<file path="config.mk">
export PLATFORM = sky130hd
export DESIGN_NAME = vf_bar_decoder
export DESIGN_NICKNAME = d
export VERILOG_FILES = /design/src/rtl/vfd_pkg.sv /design/src/rtl/vfd_rst_sync.sv /design/src/rtl/vfd_cfg_regs.sv /design/src/rtl/vfd_decode.sv /design/src/rtl/vf_bar_decoder.sv
export SDC_FILE = /design/constraint.sdc
export NUM_CORES = 1
export LEC_CHECK = 0
export CAP_MARGIN = 25
export CORE_ASPECT_RATIO = 1.2
export CORE_MARGIN = 10
export CORE_UTILIZATION = 45
export CTS_BUF_LIST = sky130_fd_sc_hd__clkbuf_4 sky130_fd_sc_hd__clkbuf_8
export DETAILED_ROUTE_END_ITERATION = 8
export GPL_TIMING_DRIVEN = 0
export PLACE_DENSITY = 0.68
export SYNTH_ARGS = -nofsm -noshare
export SYNTH_HDL_FRONTEND = slang
export SYNTH_SLANG_ARGS = --single-unit
</file>
<file path="constraint.sdc">
create_clock -name clk -period 4.1 [get_ports clk]
set_input_delay 0.41 -clock clk [delete_from_list [all_inputs] [get_ports clk]]
set_output_delay 0.41 -clock clk [all_outputs]
set_load 0.01 [all_outputs]
</file>
<file path="src/rtl/vfd_pkg.sv">
package vfd_pkg;

  // Field codes for the configuration write port.
  typedef enum logic [2:0] {
    FLD_BASE   = 3'd0,
    FLD_SIZE   = 3'd1,
    FLD_COUNT  = 3'd2,
    FLD_OFFSET = 3'd3,
    FLD_STRIDE = 3'd4,
    FLD_CTRL   = 3'd5,
    FLD_ERRCLR = 3'd6,
    FLD_NONE   = 3'd7
  } cfg_field_e;

endpackage

</file>
<file path="src/rtl/vfd_rst_sync.sv">
module vfd_rst_sync (
  input  logic clk,
  input  logic rst_n,
  output logic rst_n_sync
);

  logic [1:0] sync_q;

  // Reset enters at once and leaves two clock edges later.
  always_ff @(posedge clk or negedge rst_n) begin
    if (!rst_n) sync_q <= 2'b00;
    else        sync_q <= {sync_q[0], 1'b1};
  end

  assign rst_n_sync = sync_q[1];

endmodule

</file>
<file path="src/rtl/vfd_cfg_regs.sv">
module vfd_cfg_regs
  import vfd_pkg::*;
#(
  parameter int ADDR_W    = 32,
  parameter int VF_W      = 8,
  parameter int RID_W     = 16,
  parameter int SZ_W      = 5,
  parameter int TOTAL_VFS = 16
) (
  input  logic              clk,
  input  logic              rst_n,
  input  logic              we,
  input  logic [2:0]        sel,
  input  logic [ADDR_W-1:0] wdata,
  output logic [ADDR_W-1:0] base_o,
  output logic [SZ_W-1:0]   sz_log2_o,
  output logic [VF_W-1:0]   num_vfs_o,
  output logic [RID_W-1:0]  first_off_o,
  output logic [RID_W-1:0]  stride_o,
  output logic              vf_en_o,
  output logic              cnt_err_o
);

  localparam logic [ADDR_W-1:0] TOTAL_W = ADDR_W'(TOTAL_VFS);

  cfg_field_e fld;
  assign fld = cfg_field_e'(sel);

  logic [ADDR_W-1:0] base_q, base_d;
  logic [SZ_W-1:0]   sz_q, sz_d;
  logic [VF_W-1:0]   num_q, num_d;
  logic [RID_W-1:0]  off_q, off_d;
  logic [RID_W-1:0]  str_q, str_d;
  logic              en_q, en_d;
  logic              err_q, err_d;
  logic              cnt_wr, cnt_reject;

  assign cnt_wr     = we && (fld == FLD_COUNT);
  // A nonzero count may not replace another nonzero count, and no count may pass the maximum.
  assign cnt_reject = (wdata > TOTAL_W) ||
                      ((num_q != '0) && (wdata != '0));

  always_comb begin
    base_d = base_q;
    sz_d   = sz_q;
    num_d  = num_q;
    off_d  = off_q;
    str_d  = str_q;
    en_d   = en_q;
    err_d  = err_q;
    if (we) begin
      unique case (fld)
        FLD_BASE:   base_d = wdata;
        FLD_SIZE:   sz_d   = wdata[SZ_W-1:0];
        FLD_COUNT: begin
          if (cnt_reject) err_d = 1'b1;
          else            num_d = wdata[VF_W-1:0];
        end
        FLD_OFFSET: off_d  = wdata[RID_W-1:0];
        FLD_STRIDE: str_d  = wdata[RID_W-1:0];
        FLD_CTRL:   en_d   = wdata[0];
        FLD_ERRCLR: if (wdata[0]) err_d = 1'b0;
        default: ;
      endcase
    end
  end

  always_ff @(posedge clk or negedge rst_n) begin
    if (!rst_n) begin
      base_q <= '0;
      sz_q   <= '0;
      num_q  <= '0;
      off_q  <= '0;
      str_q  <= '0;
      en_q   <= 1'b0;
      err_q  <= 1'b0;
    end else begin
      base_q <= base_d;
      sz_q   <= sz_d;
      num_q  <= num_d;
      off_q  <= off_d;
      str_q  <= str_d;
      en_q   <= en_d;
      err_q  <= err_d;
    end
  end

  assign base_o      = base_q;
  assign sz_log2_o   = sz_q;
  assign num_vfs_o   = num_q;
  assign first_off_o = off_q;
  assign stride_o    = str_q;
  assign vf_en_o     = en_q;
  assign cnt_err_o   = err_q;

  // a nonzero count written over a nonzero count leaves the count alone and flags the error.
  a_r5_keep_count: assert property (@(posedge clk) disable iff (!rst_n)
    (we && sel == 3'd2 && num_q != '0 && wdata != '0) |=> ($stable(num_q) && err_q));

  // the stored count never goes above the maximum.
  a_r6_count_bound: assert property (@(posedge clk) disable iff (!rst_n)
    ({{(ADDR_W-VF_W){1'b0}}, num_q} <= TOTAL_W));

  // writing bit 0 set to the clear field drops the error flag.
  a_r7_err_clear: assert property (@(posedge clk) disable iff (!rst_n)
    (we && sel == 3'd6 && wdata[0]) |=> !err_q);

endmodule

</file>
<file path="src/rtl/vfd_decode.sv">
module vfd_decode #(
  parameter int ADDR_W = 32,
  parameter int VF_W   = 8,
  parameter int RID_W  = 16,
  parameter int SZ_W   = 5
) (
  input  logic              req_vld,
  input  logic [ADDR_W-1:0] req_addr,
  input  logic [ADDR_W-1:0] base,
  input  logic [SZ_W-1:0]   sz_log2,
  input  logic [VF_W-1:0]   num_vfs,
  input  logic [RID_W-1:0]  first_off,
  input  logic [RID_W-1:0]  stride,
  input  logic              vf_en,
  input  logic              ari_en,
  input  logic [RID_W-1:0]  pf_rid,
  output logic              hit,
  output logic [VF_W-1:0]   vf_num,
  output logic [ADDR_W-1:0] vf_off,
  output logic [RID_W-1:0]  vf_rid
);

  // Wide enough for pf function bits + offset + index * stride without wrap.
  localparam int FN_W = RID_W + VF_W + 2;
  localparam logic [FN_W-1:0] LEGACY_MAX_FN = FN_W'(7);

  logic [ADDR_W-1:0] diff, idx_full, slice_mask;
  logic              below_base, in_range, ari_ok;
  logic [FN_W-1:0]   step, fn_wide, rid_wide;

  always_comb begin
    below_base = req_addr < base;
    diff       = req_addr - base;
    idx_full   = diff >> sz_log2;
    slice_mask = (ADDR_W'(1) << sz_log2) - ADDR_W'(1);
    in_range   = !below_base && (idx_full < ADDR_W'(num_vfs));

    step     = FN_W'(idx_full[VF_W-1:0]) * FN_W'(stride);
    fn_wide  = FN_W'(pf_rid[2:0]) + FN_W'(first_off) + step;
    rid_wide = FN_W'(pf_rid) + FN_W'(first_off) + step;
    ari_ok   = ari_en || (fn_wide <= LEGACY_MAX_FN);

    hit    = req_vld && vf_en && in_range && ari_ok;
    vf_num = hit ? idx_full[VF_W-1:0] : '0;
    vf_off = hit ? (diff & slice_mask) : '0;
    vf_rid = hit ? rid_wide[RID_W-1:0] : '0;
  end

endmodule

</file>
<file path="src/rtl/vf_bar_decoder.sv">
module vf_bar_decoder #(
  parameter int ADDR_W      = 32,
  parameter int VF_W        = 8,
  parameter int RID_W       = 16,
  parameter int SZ_W        = 5,
  parameter int TOTAL_VFS   = 16,
  parameter int INITIAL_VFS = 8
) (
  input  logic              clk,
  input  logic              rst_n,
  input  logic              cfg_we,
  input  logic [2:0]        cfg_sel,
  input  logic [ADDR_W-1:0] cfg_wdata,
  input  logic              ari_en,
  input  logic [RID_W-1:0]  pf_rid,
  input  logic              req_vld,
  input  logic [ADDR_W-1:0] req_addr,
  output logic              hit_o,
  output logic [VF_W-1:0]   vf_num_o,
  output logic [ADDR_W-1:0] vf_off_o,
  output logic [RID_W-1:0]  vf_rid_o,
  output logic              cnt_err_o,
  output logic [VF_W-1:0]   total_vfs_o,
  output logic [VF_W-1:0]   initial_vfs_o
);

  logic              rst_n_i;
  logic [ADDR_W-1:0] base;
  logic [SZ_W-1:0]   sz_log2;
  logic [VF_W-1:0]   num_vfs;
  logic [RID_W-1:0]  first_off, stride;
  logic              vf_en;
  logic              dec_hit;
  logic [VF_W-1:0]   dec_vf;
  logic [ADDR_W-1:0] dec_off;
  logic [RID_W-1:0]  dec_rid;

  vfd_rst_sync u_rst (
    .clk        (clk),
    .rst_n      (rst_n),
    .rst_n_sync (rst_n_i)
  );

  vfd_cfg_regs #(
    .ADDR_W(ADDR_W), .VF_W(VF_W), .RID_W(RID_W), .SZ_W(SZ_W), .TOTAL_VFS(TOTAL_VFS)
  ) u_cfg (
    .clk         (clk),
    .rst_n       (rst_n_i),
    .we          (cfg_we),
    .sel         (cfg_sel),
    .wdata       (cfg_wdata),
    .base_o      (base),
    .sz_log2_o   (sz_log2),
    .num_vfs_o   (num_vfs),
    .first_off_o (first_off),
    .stride_o    (stride),
    .vf_en_o     (vf_en),
    .cnt_err_o   (cnt_err_o)
  );

  vfd_decode #(
    .ADDR_W(ADDR_W), .VF_W(VF_W), .RID_W(RID_W), .SZ_W(SZ_W)
  ) u_dec (
    .req_vld   (req_vld),
    .req_addr  (req_addr),
    .base      (base),
    .sz_log2   (sz_log2),
    .num_vfs   (num_vfs),
    .first_off (first_off),
    .stride    (stride),
    .vf_en     (vf_en),
    .ari_en    (ari_en),
    .pf_rid    (pf_rid),
    .hit       (dec_hit),
    .vf_num    (dec_vf),
    .vf_off    (dec_off),
    .vf_rid    (dec_rid)
  );

  // Output stage: the register always loads, so its enable is tied high.
  logic              out_ce;
  logic              hit_q;
  logic [VF_W-1:0]   vf_q;
  logic [ADDR_W-1:0] off_q;
  logic [RID_W-1:0]  rid_q;

  assign out_ce = 1'b1;

  always_ff @(posedge clk or negedge rst_n_i) begin
    if (!rst_n_i) begin
      hit_q <= 1'b0;
      vf_q  <= '0;
      off_q <= '0;
      rid_q <= '0;
    end else if (out_ce) begin
      hit_q <= dec_hit;
      vf_q  <= dec_vf;
      off_q <= dec_off;
      rid_q <= dec_rid;
    end
  end

  assign hit_o         = hit_q;
  assign vf_num_o      = vf_q;
  assign vf_off_o      = off_q;
  assign vf_rid_o      = rid_q;
  assign total_vfs_o   = VF_W'(TOTAL_VFS);
  assign initial_vfs_o = VF_W'(INITIAL_VFS);

  // a miss shows zeros on every decode output.
  a_r11_miss_zero: assert property (@(posedge clk) disable iff (!rst_n_i)
    !hit_o |-> (vf_num_o == '0 && vf_off_o == '0 && vf_rid_o == '0));

  // the reported index was below the count that was active when the request was sampled.
  a_r8_vf_below_count: assert property (@(posedge clk) disable iff (!rst_n_i)
    hit_o |-> (vf_num_o < $past(num_vfs)));

  // without a valid request in the previous cycle, nothing hits.
  a_r9_no_req_no_hit: assert property (@(posedge clk) disable iff (!rst_n_i)
    !$past(req_vld) |-> !hit_o);

  // with the capability disabled in the previous cycle, nothing hits.
  a_r9_disabled_no_hit: assert property (@(posedge clk) disable iff (!rst_n_i)
    !$past(vf_en) |-> !hit_o);

endmodule

</file>
==> results.sh <==
export IMPL_crit_path_end_kind="flop"
export IMPL_crit_arrival_ns=11.33
export IMPL_io_buffers=145
export IMPL_place_hpwl_um=49000
export IMPL_rows=75
export IMPL_cp_max_fo=7
export IMPL_diodes=0
export IMPL_critPathBufInv=7
export IMPL_clk_pin_slew_ns=0.09
export IMPL_vias=15600
export IMPL_start_util_pct=45.8
export IMPL_failed_checks="negative setup slack"
export IMPL_yosysSeqAreaShare_pct=21.4
export IMPL_slowest_stage="fa_1"
export IMPL_core_area_mm2=0.0352
export IMPL_ys_flop_type="dfrtp_1"
export IMPL_critPathMaxStageDelay_ns=0.57
export IMPL_drc=0
export IMPL_grt_pass1_vias=15800
export IMPL_gp_congestion=0.992
export IMPL_via_per_inst=5.83
export IMPL_status="complete, but fails checks"
export IMPL_final_max_slew_viol_count=0
export IMPL_numCtsBuffers=17
export IMPL_fmax_mhz=91.4
export IMPL_top_layer="met4"
export IMPL_synth_seq_cells=138
export IMPL_rsz0062_at_grt="true"
export IMPL_r2r_start="u_cfg.base_o[0]"
export IMPL_cts_hold_buf=0
export IMPL_synth_area_mm2=0.0161
export IMPL_first_pass_iters=9
export IMPL_cts_tree="built"
export IMPL_drive_gt1_share_pct=18.3
export IMPL_chipWidth_um=193
export IMPL_worst_r2r_setup_slack_ns=-6.84
export IMPL_grt_max_degree=65
export IMPL_synth_cell_types=101
export IMPL_wl_met1_um=23300
export IMPL_synth_edff_count=0
export IMPL_die_y_um=227
export IMPL_grt_pass1_wl_um=92900
export IMPL_max_cap_viol_count=0
export IMPL_insertion_delay_ns=0.50
export IMPL_slew_headroom_pct=35.7
export IMPL_drt_first_iter_violations=1252
export IMPL_hp_class="in -> async"
export IMPL_die_area_mm2=0.0438
export IMPL_cts_sinks=138
export IMPL_finalSetupTns_ns=-379.56
export IMPL_fin_crit_sh_pct=267
export IMPL_nets=2517
export IMPL_route_met3_wl_um=2810
export IMPL_fin_skew_ns=0.0230
export IMPL_hold_viol_final=0
export IMPL_num_io_pins=162
export IMPL_worst_slack_ns=-6.84
export IMPL_cp_required_ns=4.49
export IMPL_antenna_left=0
export IMPL_tightest_slew_ns=0.964
export IMPL_met2_length_um=32200
export IMPL_grt_overflow=0
export IMPL_htreeDepth=4
export IMPL_cp_start_kind="flop"
export IMPL_routedWlPerCell_um=22.9
export IMPL_min_period_ns=10.94
export IMPL_path_delay_family="compound AO/OA/AOI/OAI gates"
export IMPL_routed_wl_um=61400
export IMPL_syn2layout_area_growth_pct=28.9
export IMPL_cts_root_buffer="clkbuf_8"
export IMPL_cts_buffer_depth=2
export IMPL_yosys_warnings=0
export IMPL_setup_viol=56
export IMPL_synth_area_per_cell_um2=8.26
export IMPL_fillers=3200
export IMPL_crit_type="reg -> reg"
export IMPL_crit_start="u_cfg.base_o[0]"
export IMPL_antenna_found_initial=0
export IMPL_async_flop_share_pct=100
export IMPL_syn_inst=1952
export IMPL_grtUsageTotal_pct=27.6
[cells by family (layout without fill, tap and decap cells)]
logic type,count (synthesis),after routing,synth area share (%)
AO/OA/AOI/OAI,477,477,19.7
XOR/XNOR,63,63,3.42
adder cells (fa/ha/maj),227,227,22.3
buffers and inverters,355,602,9.27
flip-flops,138,138,21.4
multiplexers,59,59,4.83
other,2,18,0.0466
AND/OR/NAND/NOR,631,631,19.0
[state kept, by name (all words and copies together), names as in the netlist]
register and flops:
hit_o 1, u_cfg.stride_o 16, u_cfg.first_off_o 16, u_cfg.vf_en_o 1
u_cfg.base_o 32, u_cfg.num_vfs_o 8, u_rst.sync_q 2, u_cfg.cnt_err_o 1
u_cfg.sz_log2_o 5, vf_rid_o 16, vf_off_o 32, vf_num_o 8
[through the flow]
step	instances	area, um2	worst slack (ns)	util (%)	hold WS [ns]
2_1_floorplan	1968	16600	-5.86	-	0.114
3_3_place_gp	2575	18600	-8.83	52.8	0.334
3_5_place_dp	2578	18700	-8.94	53.0	0.266
4_1_cts	2653	20000	-6.81	56.9	0.0436
5_1_grt	2677	20800	-7.14	59.1	0.0437
6_report	2677	20800	-6.84	59.1	0.0715
[path summary, 6_finish.rpt]
path	to	depth (start not counted)
worst max-delay path	vf_off_o[21]	44
worst min-delay path	u_rst.sync_q[1]	1
worst max register to register	vf_off_o[21]	44
worst min register to register	vf_rid_o[2]	0
max in group asynchronous	vf_off_o[12]	2
min in group clk	u_rst.sync_q[1]	0
[cells in the final DEF (no fill, tap or decap), types with 17 or more instances in the layout]
cell type	netlist	layout
clkbuf_8	0	17
clkdlybuf4s50_1	0	143
conb_1	2	18
fa_1	101	97
mux2_2	30	30
buf_6	9	17
and2_1	46	41
clkbuf_1	47	36
xnor2_1	44	33
a211oi_1	27	24
nand2b_1	24	23
nand3_1	22	22
nor3_1	58	26
o21ai_0	129	110
nor2_1	154	149
ha_1	126	110
nand2_1	206	199
a21o_1	23	23
inv_1	248	243
nor3_4	0	17
nand4_1	22	22
buf_4	20	81
dfrtp_1	138	137
a21oi_1	112	97
[timing repair]
action,4_1_cts,5_1_grt
buffers inserted,43,24
gates resized for setup,120,113
endpoints found under the setup margin,56,56
cloned,2,1
pin swaps,39,25
[cell usage after synthesis (all sizes together) (23+ instances only)]
| cell type | n | share of area, % |
|---|---|---|
| a211oi | 28 | 1.3 |
| a21o | 23 | 1.1 |
| a21oi | 117 | 3.7 |
| and2 | 49 | 1.9 |
| buf | 56 | 2.3 |
| clkbuf | 47 | 1.1 |
| dfrtp | 138 | 21 |
| fa | 101 | 13 |
| ha | 126 | 9.8 |
| inv | 249 | 5.8 |
| mux2 | 30 | 2.1 |
| nand2 | 206 | 4.8 |
| nand2b | 24 | 0.93 |
| nor2 | 154 | 3.6 |
| nor3 | 59 | 1.9 |
| nor4 | 26 | 1.1 |
| o21ai | 141 | 4.4 |
| xnor2 | 44 | 2.4 |
[metal layers]
layer | global-route usage, % | vias up
met4 | 13.2 | 0
met2 | 50.1 | 537
met5 | 0 | -
met3 | 3.57 | 167
li1 | - | 7235
met1 | 31.2 | 7677
[cell type report]
class / instances / area [um2] / area share (%)
plain buffers: 99 / 652 / 3.14
clock inverters: 15 / 200 / 0.963
inverters: 252 / 953 / 4.59
flip-flops and latches: 138 / 3460 / 16.6
clock buffers: 17 / 234 / 1.13
repair buffers: 219 / 2130 / 10.2
well taps: 462 / 578 / 2.78
multi-input cells: 1475 / 12600 / 60.5
Power is not shown: default switching activity piles up to over one toggle a cycle in this logic, so the estimate is an artifact.
